--- src/rtl/fdp_pkg.sv ---
package fdp_pkg;
  typedef enum logic [2:0] {
    ST_IDLE, ST_READ1, ST_READ2, ST_CHECK, ST_DONE
  } fdp_state_e;

  localparam logic [1:0] OP_PROGRAM = 2'd0;
  localparam logic [1:0] OP_ERASE   = 2'd1;
  localparam logic [1:0] OP_SUSPEND = 2'd2;
endpackage

--- src/rtl/fdp_rd_port.sv ---
module fdp_rd_port (
  input  logic clk,
  input  logic rst_n,
  input  logic go,
  output logic rd_valid,
  input  logic rd_ready,
  input  logic rsp_valid,
  output logic idle,
  output logic fin
);
  typedef enum logic [1:0] {P_IDLE, P_REQ, P_WAIT} port_e;
  port_e ps;

  always_ff @(posedge clk) begin
    if (!rst_n) begin
      ps <= P_IDLE;
    end else begin
      unique case (ps)
        P_IDLE: if (go) ps <= P_REQ;
        P_REQ:  if (rd_ready) ps <= P_WAIT;
        P_WAIT: if (rsp_valid) ps <= P_IDLE;
        default: ps <= P_IDLE;
      endcase
    end
  end

  assign rd_valid = (ps == P_REQ);
  assign idle     = (ps == P_IDLE);
  assign fin      = (ps == P_WAIT) && rsp_valid;
endmodule

--- src/rtl/fdp_judge.sv ---
module fdp_judge #(
  parameter int DATA_W   = 16,
  parameter int POLL_BIT = 7,
  parameter int TOG_BIT  = 6
) (
  input  logic              use_toggle,
  input  logic [1:0]        op,
  input  logic              exp_bit,
  input  logic [DATA_W-1:0] first,
  input  logic [DATA_W-1:0] second,
  output logic              finished
);
  import fdp_pkg::*;

  always_comb begin
    if (use_toggle)
      finished = (first[TOG_BIT] == second[TOG_BIT]);
    else if (op == OP_PROGRAM)
      finished = (first[POLL_BIT] == exp_bit);
    else
      finished = first[POLL_BIT];
  end
endmodule

--- src/rtl/fdp_iter_cnt.sv ---
module fdp_iter_cnt #(
  parameter int MAX_POLLS = 4096
) (
  input  logic clk,
  input  logic rst_n,
  input  logic clear,
  input  logic step,
  output logic last
);
  localparam int CW = (MAX_POLLS > 1) ? $clog2(MAX_POLLS) : 1;
  localparam logic [CW-1:0] LAST_IDX = CW'(MAX_POLLS - 1);

  logic [CW-1:0] cnt;

  always_ff @(posedge clk) begin
    if (!rst_n || clear) cnt <= '0;
    else if (step)       cnt <= cnt + 1'b1;
  end

  assign last = (cnt == LAST_IDX);
endmodule

--- src/rtl/flash_done_poller.sv ---
module flash_done_poller #(
  parameter int ADDR_W    = 24,
  parameter int DATA_W    = 16,
  parameter int MAX_POLLS = 4096,
  parameter int POLL_BIT  = 7,
  parameter int TOG_BIT   = 6
) (
  input  logic              clk,
  input  logic              rst_n,
  input  logic              start,
  input  logic [1:0]        op,
  input  logic              use_toggle,
  input  logic [ADDR_W-1:0] poll_addr,
  input  logic [DATA_W-1:0] exp_data,
  output logic              rd_valid,
  input  logic              rd_ready,
  output logic [ADDR_W-1:0] rd_addr,
  input  logic              rsp_valid,
  input  logic [DATA_W-1:0] rsp_data,
  output logic              busy,
  output logic              done,
  output logic              suspended,
  output logic              timeout
);
  import fdp_pkg::*;

  fdp_state_e        state;
  logic [1:0]        op_q;
  logic              tog_q;
  logic              expb_q;
  logic [ADDR_W-1:0] addr_q;
  logic [DATA_W-1:0] d1_q, d2_q;
  logic              to_q;

  logic start_ok, go, port_idle, fin, finished, last;
  logic in_read, check_busy;

  assign start_ok   = start && (state == ST_IDLE);
  assign in_read    = (state == ST_READ1) || (state == ST_READ2);
  assign go         = in_read && port_idle;
  assign check_busy = (state == ST_CHECK) && !finished;

  fdp_rd_port u_port (
    .clk      (clk),
    .rst_n    (rst_n),
    .go       (go),
    .rd_valid (rd_valid),
    .rd_ready (rd_ready),
    .rsp_valid(rsp_valid),
    .idle     (port_idle),
    .fin      (fin)
  );

  fdp_judge #(.DATA_W(DATA_W), .POLL_BIT(POLL_BIT), .TOG_BIT(TOG_BIT)) u_judge (
    .use_toggle(tog_q),
    .op        (op_q),
    .exp_bit   (expb_q),
    .first     (d1_q),
    .second    (d2_q),
    .finished  (finished)
  );

  fdp_iter_cnt #(.MAX_POLLS(MAX_POLLS)) u_cnt (
    .clk  (clk),
    .rst_n(rst_n),
    .clear(start_ok),
    .step (check_busy && !last),
    .last (last)
  );

  always_ff @(posedge clk) begin
    if (!rst_n) begin
      state  <= ST_IDLE;
      op_q   <= '0;
      tog_q  <= 1'b0;
      expb_q <= 1'b0;
      addr_q <= '0;
      d1_q   <= '0;
      d2_q   <= '0;
      to_q   <= 1'b0;
    end else begin
      unique case (state)
        ST_IDLE: if (start_ok) begin
          op_q   <= op;
          tog_q  <= use_toggle;
          expb_q <= exp_data[POLL_BIT];
          addr_q <= poll_addr;
          to_q   <= 1'b0;
          state  <= ST_READ1;
        end
        ST_READ1: if (fin) begin
          d1_q  <= rsp_data;
          state <= tog_q ? ST_READ2 : ST_CHECK;
        end
        ST_READ2: if (fin) begin
          d2_q  <= rsp_data;
          state <= ST_CHECK;
        end
        ST_CHECK: begin
          if (finished) begin
            state <= ST_DONE;
          end else if (last) begin
            to_q  <= 1'b1;
            state <= ST_DONE;
          end else begin
            state <= ST_READ1;
          end
        end
        ST_DONE: state <= ST_IDLE;
        default: state <= ST_IDLE;
      endcase
    end
  end

  assign rd_addr   = addr_q;
  assign busy      = (state != ST_IDLE);
  assign done      = (state == ST_DONE) && !to_q;
  assign timeout   = (state == ST_DONE) && to_q;
  assign suspended = done && (op_q == OP_SUSPEND);
endmodule

--- config.mk ---
export PLATFORM = sky130hd
export DESIGN_NAME = flash_done_poller
export DESIGN_NICKNAME = d
export VERILOG_FILES = /design/src/rtl/fdp_pkg.sv /design/src/rtl/fdp_rd_port.sv /design/src/rtl/fdp_judge.sv /design/src/rtl/fdp_iter_cnt.sv /design/src/rtl/flash_done_poller.sv
export SDC_FILE = /design/constraint.sdc
export NUM_CORES = 1
export LEC_CHECK = 0
export CORE_ASPECT_RATIO = 1.1
export CORE_UTILIZATION = 40
export CTS_CLUSTER_DIAMETER = 60
export DETAILED_ROUTE_END_ITERATION = 12
export DONT_BUFFER_PORTS = 1
export MAX_ROUTING_LAYER = met4
export SLEW_MARGIN = 20
export SYNTH_ARGS = -nofsm -noshare
export SYNTH_HDL_FRONTEND = slang
export SYNTH_SLANG_ARGS = --single-unit
--- constraint.sdc ---
create_clock -name clk -period 2.2 [get_ports clk]
set_clock_uncertainty 0.1 [all_clocks]
set_input_delay 0.11 -clock clk [delete_from_list [all_inputs] [get_ports clk]]
set_output_delay 0.11 -clock clk [all_outputs]
set_load 0.01 [all_outputs]
==> out/results.md, run 1 <==
| Metric | Value | Unit |
|:---|:---|:---|
| Width of the chip | 71.3 | um |
| EDFF count, synth | 0 | - |
| Net count after synthesis | 316 | - |
| Share of the yosys chip area belonging to registers | 0.464 | - |
| Total clock buffers created by CTS | 5 | - |
| TritonCTS clock tree | built | - |
| Total negative slack | 0 | ns |
| Critical path class | reg -> reg | - |
| Result of the run | finished, violations left | - |
| Total power per unit cell area | 675 | nW/um^2 |
| Cell area after layout | 2590 | um^2 |
| Cell area after technology mapping | 2110 | um^2 |
| Final hold vios | 0 | - |
| Worst Tran Pin Value | 1.03 | ns |
| TritonCTS sink count | 49 | - |
| Hold endpoint | u_cnt.cnt[4] | - |
| Violated checks | design-rule violations | - |
| Number of standard cells after synthesis | 251 | - |
| Register-to-register setup slack | 0.23 | ns |
| Async SR Flop Fraction | 0 | - |
| Vias after detailed routing | 1808 | - |
| Clock period minus final worst setup slack | 1.97 | ns |
| Vias in the first global route | 1765 | - |
| Post-synthesis register bit count | 49 | - |
| Worst Hold Path Cells | 2 | - |
| Startpoint types | flip-flop | - |
| Origin of the critical flop-to-flop path | state[0] | - |
| Fillcell total | 495 | - |
| Leakage power total | 0.946 | nW |
| DRC violation count after routing | 2 | - |
| Initial DRT Pass Iterations | 8 | - |
| Die height | 78.2 | um |
| Number of warnings printed during yosys synthesis | 0 | - |
| Initial Util | 0.420 | - |
| Syn Area/Cell | 8.42 | um^2 |
| Iteration-0 DRC count of the detailed router | 57 | - |
| Core Util, Final | 0.515 | - |
| Post-placement cell area | 2150 | um^2 |
| Required time at the worst-slack endpoint | 2.33 | ns |
| Max IR drop VDD | 0.000493 | V |
| Number of antenna diodes | 0 | - |
| Detail-routed net length per standard cell | 14.1 | um |
| Max transition margin | 0.312 | - |
| Number of input and output port buffers inserted | 0 | - |
| Cell chosen for the clock root | clkbuf_8 | - |
| Global-route wire length before repair | 7.99 | mm |
| Aggregate routed wire length | 4.78 | mm |
| Final cycle utilization of the critical path | 0.896 | - |
| Reg2reg path depth | 5 | - |
| Post-CTS Setup Bufs | 0 | - |
| End of the worst register-to-register path | u_cnt.cnt[9] | - |
| Antenna violations before repair | 0 | - |
| RSZ-0062 raised after global routing | false | - |
| Post-placement setup slack | 0.203 | ns |
| Number of library cell types mapped by synthesis | 39 | - |
| Maximum achievable frequency | 0.507 | GHz |
| Core ar. | 5030 | um^2 |
| Max-capacitance violation count | 0 | - |
| Finish-stage setup viols | 0 | - |
| Primary flip-flop cell chosen by synthesis mapping | dfxtp_1 | - |
| Clock-pin slew on the worst setup and hold paths | 0.09 | ns |
| Total area of sequential cells | 981 | um^2 |
| Area of the die | 5580 | um^2 |
| Post-layout worst setup margin | 0.229 | ns |
| Clock latency of the later-clocked register in the worst-skew pair | 0.30 | ns |
| Area of the multi-input gates | 1060 | um^2 |
| Hold slack final | 0.109 | ns |
| Via density | 5.33 | - |
| Aggregate global-route resource usage | 0.190 | - |
| H-tree levels | 2 | - |
| Total overflow reported by the global router | 0 | - |
| Cell row count | 27 | - |
| Type of the worst min-delay path | in -> reg | - |
| Detail Placement HPWL | 2.84 | mm |
| Pin count of the biggest net entering global routing | 37 | - |
| Crit-path max FO | 9 | - |
| Fraction of final layout cells with drive strength greater than 1 | 0.0569 | - |
| Clk buf depth | 2 | - |
| Area grow syn2layout | 22.7 | % |
| Final max-slew violation count | 0 | - |
| Critical path endpoint category | flip-flop | - |
| Number of nets in the layout | 346 | - |
| I/O pin cnt | 93 | - |
| HP Start | rst_n | - |
| Routability Congestion | 0.751 | - |
| WP data arrival | 2.10 | ns |
| Final antenna-violating net count | 0 | - |
==> Yosys cell counts, drive strengths merged (2+ instances only) <==
library cell / n / area share
nand2b: 2 / 0.0059
inv: 4 / 0.0071
nand4: 2 / 0.0059
nor2b: 6 / 0.018
dfxtp: 49 / 0.46
a21o: 2 / 0.0071
buf: 6 / 0.017
a21oi: 13 / 0.031
o31ai: 3 / 0.011
nor2: 7 / 0.012
xnor2: 2 / 0.0083
and2: 2 / 0.0059
and3b: 2 / 0.0083
nand2: 68 / 0.12
or4: 4 / 0.016
clkbuf: 8 / 0.014
nand3: 7 / 0.019
o21ai: 9 / 0.021
or3: 9 / 0.027
a21boi: 29 / 0.11
mux2i: 3 / 0.014
nor3b: 2 / 0.0071
==> sequential cells by signal, summed over array words and instances, names as in the netlist <==
signal and flops:
op_q 2, tog_q 1, u_port.ps 2, d1_q 2, state 3, d2_q 1, to_q 1, rd_addr 24
u_cnt.cnt 12, expb_q 1
==> layout make-up <==
class                      instances  share of cell area
sequential                        49               0.378
tap                               58              0.0280
timing repair buffer              37               0.139
multi-input combinational        184               0.409
inverter                           4             0.00579
clock buffer                       5              0.0265
clock inverter                     2              0.0135
==> layout by cell type, fill, tap and decap left out, drive strengths merged, types with 3 or more instances in the layout <==
master,instances
a21boi,29
a21oi,13
buf,4
clkbuf,5
dfxtp,49
dlygate4sd3,33
inv,4
mux2i,3
nand2,68
nand3,7
nor2,7
nor2b,6
o21ai,9
o31ai,3
or3,9
or4,4
==> cells by family after synthesis <==
kind of cell	share of synthesized area
xor+xnor	0.0124
compound gates	0.192
simple gates	0.273
fa+ha+maj	0.00592
mux	0.0142
buf+inv	0.0379
flops	0.464
==> through the flow <==
| step | instances | total power, mW |
|---|---|---|
| 6_report | 339 | 1.75 |
| 5_1_grt | 339 | 1.85 |
| 4_1_cts | 339 | 1.77 |
| 3_5_place_dp | 299 | 1.09 |
| 3_3_place_gp | 299 | 1.09 |
| 2_1_floorplan | 251 | 1.07 |
==> report_power, final <==
group	internal, mW	switching (mW)	total, mW
clock network	0.331	0.292	0.623
logic	0.0838	0.0816	0.165
registers	0.921	0.0406	0.962
total	1.34	0.414	1.75
==> worst max path at each step <==
stage	start	endpoint	slack (ns)	depth (start not counted)
3_5_place_dp	u_cnt.cnt[0]	u_cnt.cnt[3]	0.20	6
3_3_place_gp	u_cnt.cnt[0]	u_cnt.cnt[0]	0.22	6
4_1_cts	u_cnt.cnt[0]	u_cnt.cnt[8]	0.18	6
2_1_floorplan	u_cnt.cnt[0]	u_cnt.cnt[0]	0.34	7
5_1_grt	state[0]	u_cnt.cnt[11]	0.09	5
6_report	state[0]	u_cnt.cnt[9]	0.23	5
==> critical path, cell delays in order, from the launching register on <==
cell and delay (ns):
dfxtp_1 0.48, and3b_1 0.25, a21boi_4 0.26, nand4b_4 0.17, or4_1 0.50, a21oi_1 0.14
==> per-layer routing <==
metal / share of wire / routed length (um) / vias up / GRT usage
li1: - / - / 915 / -
met1: 0.44 / 2080 / 834 / 0.208
met2: 0.48 / 2270 / 49 / 0.317
met3: 0.063 / 303 / 10 / 0.0629
met4: 0.025 / 120 / 0 / 0.0780
met5: 0 / 0 / - / -
==> timing repair <==
action                                  CTS  global route
hold buffers                             33             0
hold endpoints to repair                 37             0
endpoints found under the setup margin    0             1
resized for setup                         0             1
No activity file was read; power rests on OpenSTA's default activity.
==> run 2, diff against run 1 <==
--- a/config.mk
+++ b/config.mk
@@ -11,6 +11,7 @@
 export DETAILED_ROUTE_END_ITERATION = 12
 export DONT_BUFFER_PORTS = 1
 export MAX_ROUTING_LAYER = met4
+export PLACE_DENSITY = 0.54
 export SLEW_MARGIN = 20
 export SYNTH_ARGS = -nofsm -noshare
 export SYNTH_HDL_FRONTEND = slang
==> constraint.sdc (replaced) <==
create_clock -name clk -period 1.8 [get_ports clk]
set_clock_uncertainty 0.1 [all_clocks]
set_input_delay 0.09 -clock clk [delete_from_list [all_inputs] [get_ports clk]]
set_output_delay 0.09 -clock clk [all_outputs]
set_load 0.01 [all_outputs]
==> run 2 against run 1 <==
Effect of this change:
- the flow still finishes with violations (design-rule violations)
- core utilization is 2.7 points higher
- highest routed layer unchanged
- critical path depth is 2 higher
- clock power is 6.9% higher
- hold slack worse by 0.028 ns
- via count is 1.2% higher
- register-to-register slack worse by 0.21 ns
- die area stayed put
- cell count is 4.7% higher
- flip-flop and latch count stayed put
- final area is 5.2% higher
- first-iteration DRC count is 28% lower
- sequential share of layout area is 1.7 points lower
==> out/results.md, run 2 (synthesis gave the netlist of run 1 again) <==
| Metric | Value | Unit | Change |
|:---|:---|:---|:---|
| Result of the run | finished, violations left | - |  |
| Violated checks | design-rule violations | - |  |
| Fraction of final layout cells with drive strength greater than 1 | 0.131 | - | +0.0744 |
| Fillcell total | 466 | - | -5.9% |
| WP data arrival | 1.92 | ns | -0.18 ns |
| Via density | 5.15 | - | -3.4% |
| Detail Placement HPWL | 2.99 | mm | +5.4% |
| Critical path class | reg -> reg | - |  |
| Core ar. | 5030 | um^2 | unchanged |
| Hold slack final | 0.0812 | ns | -0.0278 ns |
| TritonCTS clock tree | built | - |  |
| Aggregate routed wire length | 4.63 | mm | -3.0% |
| I/O pin cnt | 93 | - | unchanged |
| Total clock buffers created by CTS | 5 | - | unchanged |
| Number of nets in the layout | 362 | - | +4.6% |
| Pin count of the biggest net entering global routing | 37 | - | unchanged |
| Crit-path max FO | 6 | - | -3 |
| Most used cells in the layout excluding fill and tap cells | nand2_1 (68), dfxtp_1 (46), dlygate4sd3_1 (32), a21boi_0 (28), buf_4 (19) | - |  |
| Final antenna-violating net count | 0 | - | unchanged |
| Clock-pin slew on the worst setup and hold paths | 0.09 | ns | about the same |
| Final max-slew violation count | 0 | - | unchanged |
| Die height | 78.2 | um | unchanged |
| TritonCTS sink count | 49 | - | unchanged |
| Total overflow reported by the global router | 0 | - | unchanged |
| Cell chosen for the clock root | clkbuf_8 | - |  |
| Worst Tran Pin Value | 0.508 | ns | -0.519 ns |
| Iteration-0 DRC count of the detailed router | 41 | - | -28% |
| Final hold vios | 0 | - | unchanged |
| Max-capacitance violation count | 0 | - | unchanged |
| Startpoint types | flip-flop | - |  |
| Clk buf depth | 2 | - | unchanged |
| Detail-routed net length per standard cell | 13.1 | um | -7.4% |
| Overall power | 2.05 | mW | +17% |
| Type of the worst min-delay path | in -> reg | - |  |
| Required time at the worst-slack endpoint | 1.93 | ns | -0.40 ns |
| Max FFs per register | 24 | - | unchanged |
| Clock latency of the later-clocked register in the worst-skew pair | 0.30 | ns | about the same |
| RSZ-0062 raised after global routing | true | - |  |
| Cell row count | 27 | - | unchanged |
| Core Util, Final | 0.542 | - | +0.0266 |
| Width of the chip | 71.3 | um | unchanged |
| Initial Util | 0.420 | - | unchanged |
| Max IR drop VDD | 0.000481 | V | -2.4% |
| Number of input and output port buffers inserted | 0 | - | unchanged |
| Antenna violations before repair | 0 | - | unchanged |
| Max transition margin | 0.661 | - | +0.349 |
| Aggregate global-route resource usage | 0.175 | - | -0.0151 |
| H-tree levels | 2 | - | unchanged |
| Critical path endpoint category | flip-flop | - |  |
| Total power per unit cell area | 751 | nW/um^2 | +11% |
| Cell area after layout | 2730 | um^2 | +5.2% |
| Post-placement cell area | 2280 | um^2 | +6.2% |
| Clock period minus final worst setup slack | 1.78 | ns | -0.186 ns |
| DRC violation count after routing | 1 | - | -1 |
| Number of antenna diodes | 0 | - | unchanged |
| Post-layout worst setup margin | 0.0153 | ns | -0.214 ns |
| Area of the die | 5580 | um^2 | unchanged |
| Leakage power total | 1.01 | nW | +6.5% |
| Vias after detailed routing | 1829 | - | +1.2% |
| Vias in the first global route | 1736 | - | -1.6% |
| Post-placement setup slack | -0.00606 | ns | -0.209 ns |
| Area grow syn2layout | 29.0 | % |  |
| Finish-stage setup viols | 0 | - | unchanged |
| Global-route wire length before repair | 7.58 | mm | -5.1% |
| Maximum achievable frequency | 0.560 | GHz | +10% |
| Final cycle utilization of the critical path | 0.991 | - | +0.0956 |
| Routability Congestion | 0.726 | - | -3.3% |
| Commonest non-fill, non-tap cell in the layout | nand2_1 | - |  |
| Initial DRT Pass Iterations | 8 | - | unchanged |
## run 2: critical path: stages, from the launching register on
cell	delay (ns)
dfxtp_2	0.36
ha_4	0.16
nand3_4	0.07
or4_4	0.56
nand4b_4	0.14
buf_4	0.12
o21ai_0	0.08
a21oi_1	0.13
## run 2: layout make-up
type	instances	area, um^2	share of cell area
timing repair buffer	52	468	0.172
clock inverter	1	7.51	0.00275
sequential	49	985	0.361
inverter	4	15.0	0.00551
multi-input combinational	185	1100	0.402
clock buffer	6	82.6	0.0303
tap	58	72.6	0.0266
## run 2: layer usage
layer	global-route usage	up-vias	routed length, um
met5	-	-	0
met3	0.0501	4	273
met1	0.205	830	2210
met4	0.0560	0	41
li1	-	944	-
met2	0.289	51	2110
## run 2: timing repair
action                                  4_1_cts  5_1_grt
hold endpoints to repair                     37        0
setup buffers                                 1        0
hold buffers                                 33        0
gates resized for setup                       1        2
pin swaps                                     1        1
gates cloned                                  1        0
endpoints found under the setup margin       10       11
## run 2: path summary, 6_finish.rpt
| check | startpoint | endpoint | slack, ns | depth (start not counted) |
|---|---|---|---|---|
| max | u_cnt.cnt[1] | u_cnt.cnt[7] | 0.02 | 7 |
| min | rst_n | u_cnt.cnt[5] | 0.08 | 2 |
| max reg2reg | u_cnt.cnt[1] | u_cnt.cnt[7] | 0.02 | 7 |
| min reg2reg | u_port.ps[1] | u_port.ps[0] | 0.37 | 1 |
## run 2: where the power goes
group          switching [mW]  leakage (nW)  internal (mW)
clock network           0.361        0.0433          0.304
logic                   0.102         0.564          0.108
registers              0.0454         0.401           1.13
total                   0.509          1.01           1.54
## run 2: metrics by stage
step	setup TNS, ns	instances
6_report	0	355
5_1_grt	-0.528	355
4_1_cts	0	355
3_5_place_dp	-0.00606	313
3_3_place_gp	0	313
2_1_floorplan	-0.00425	251
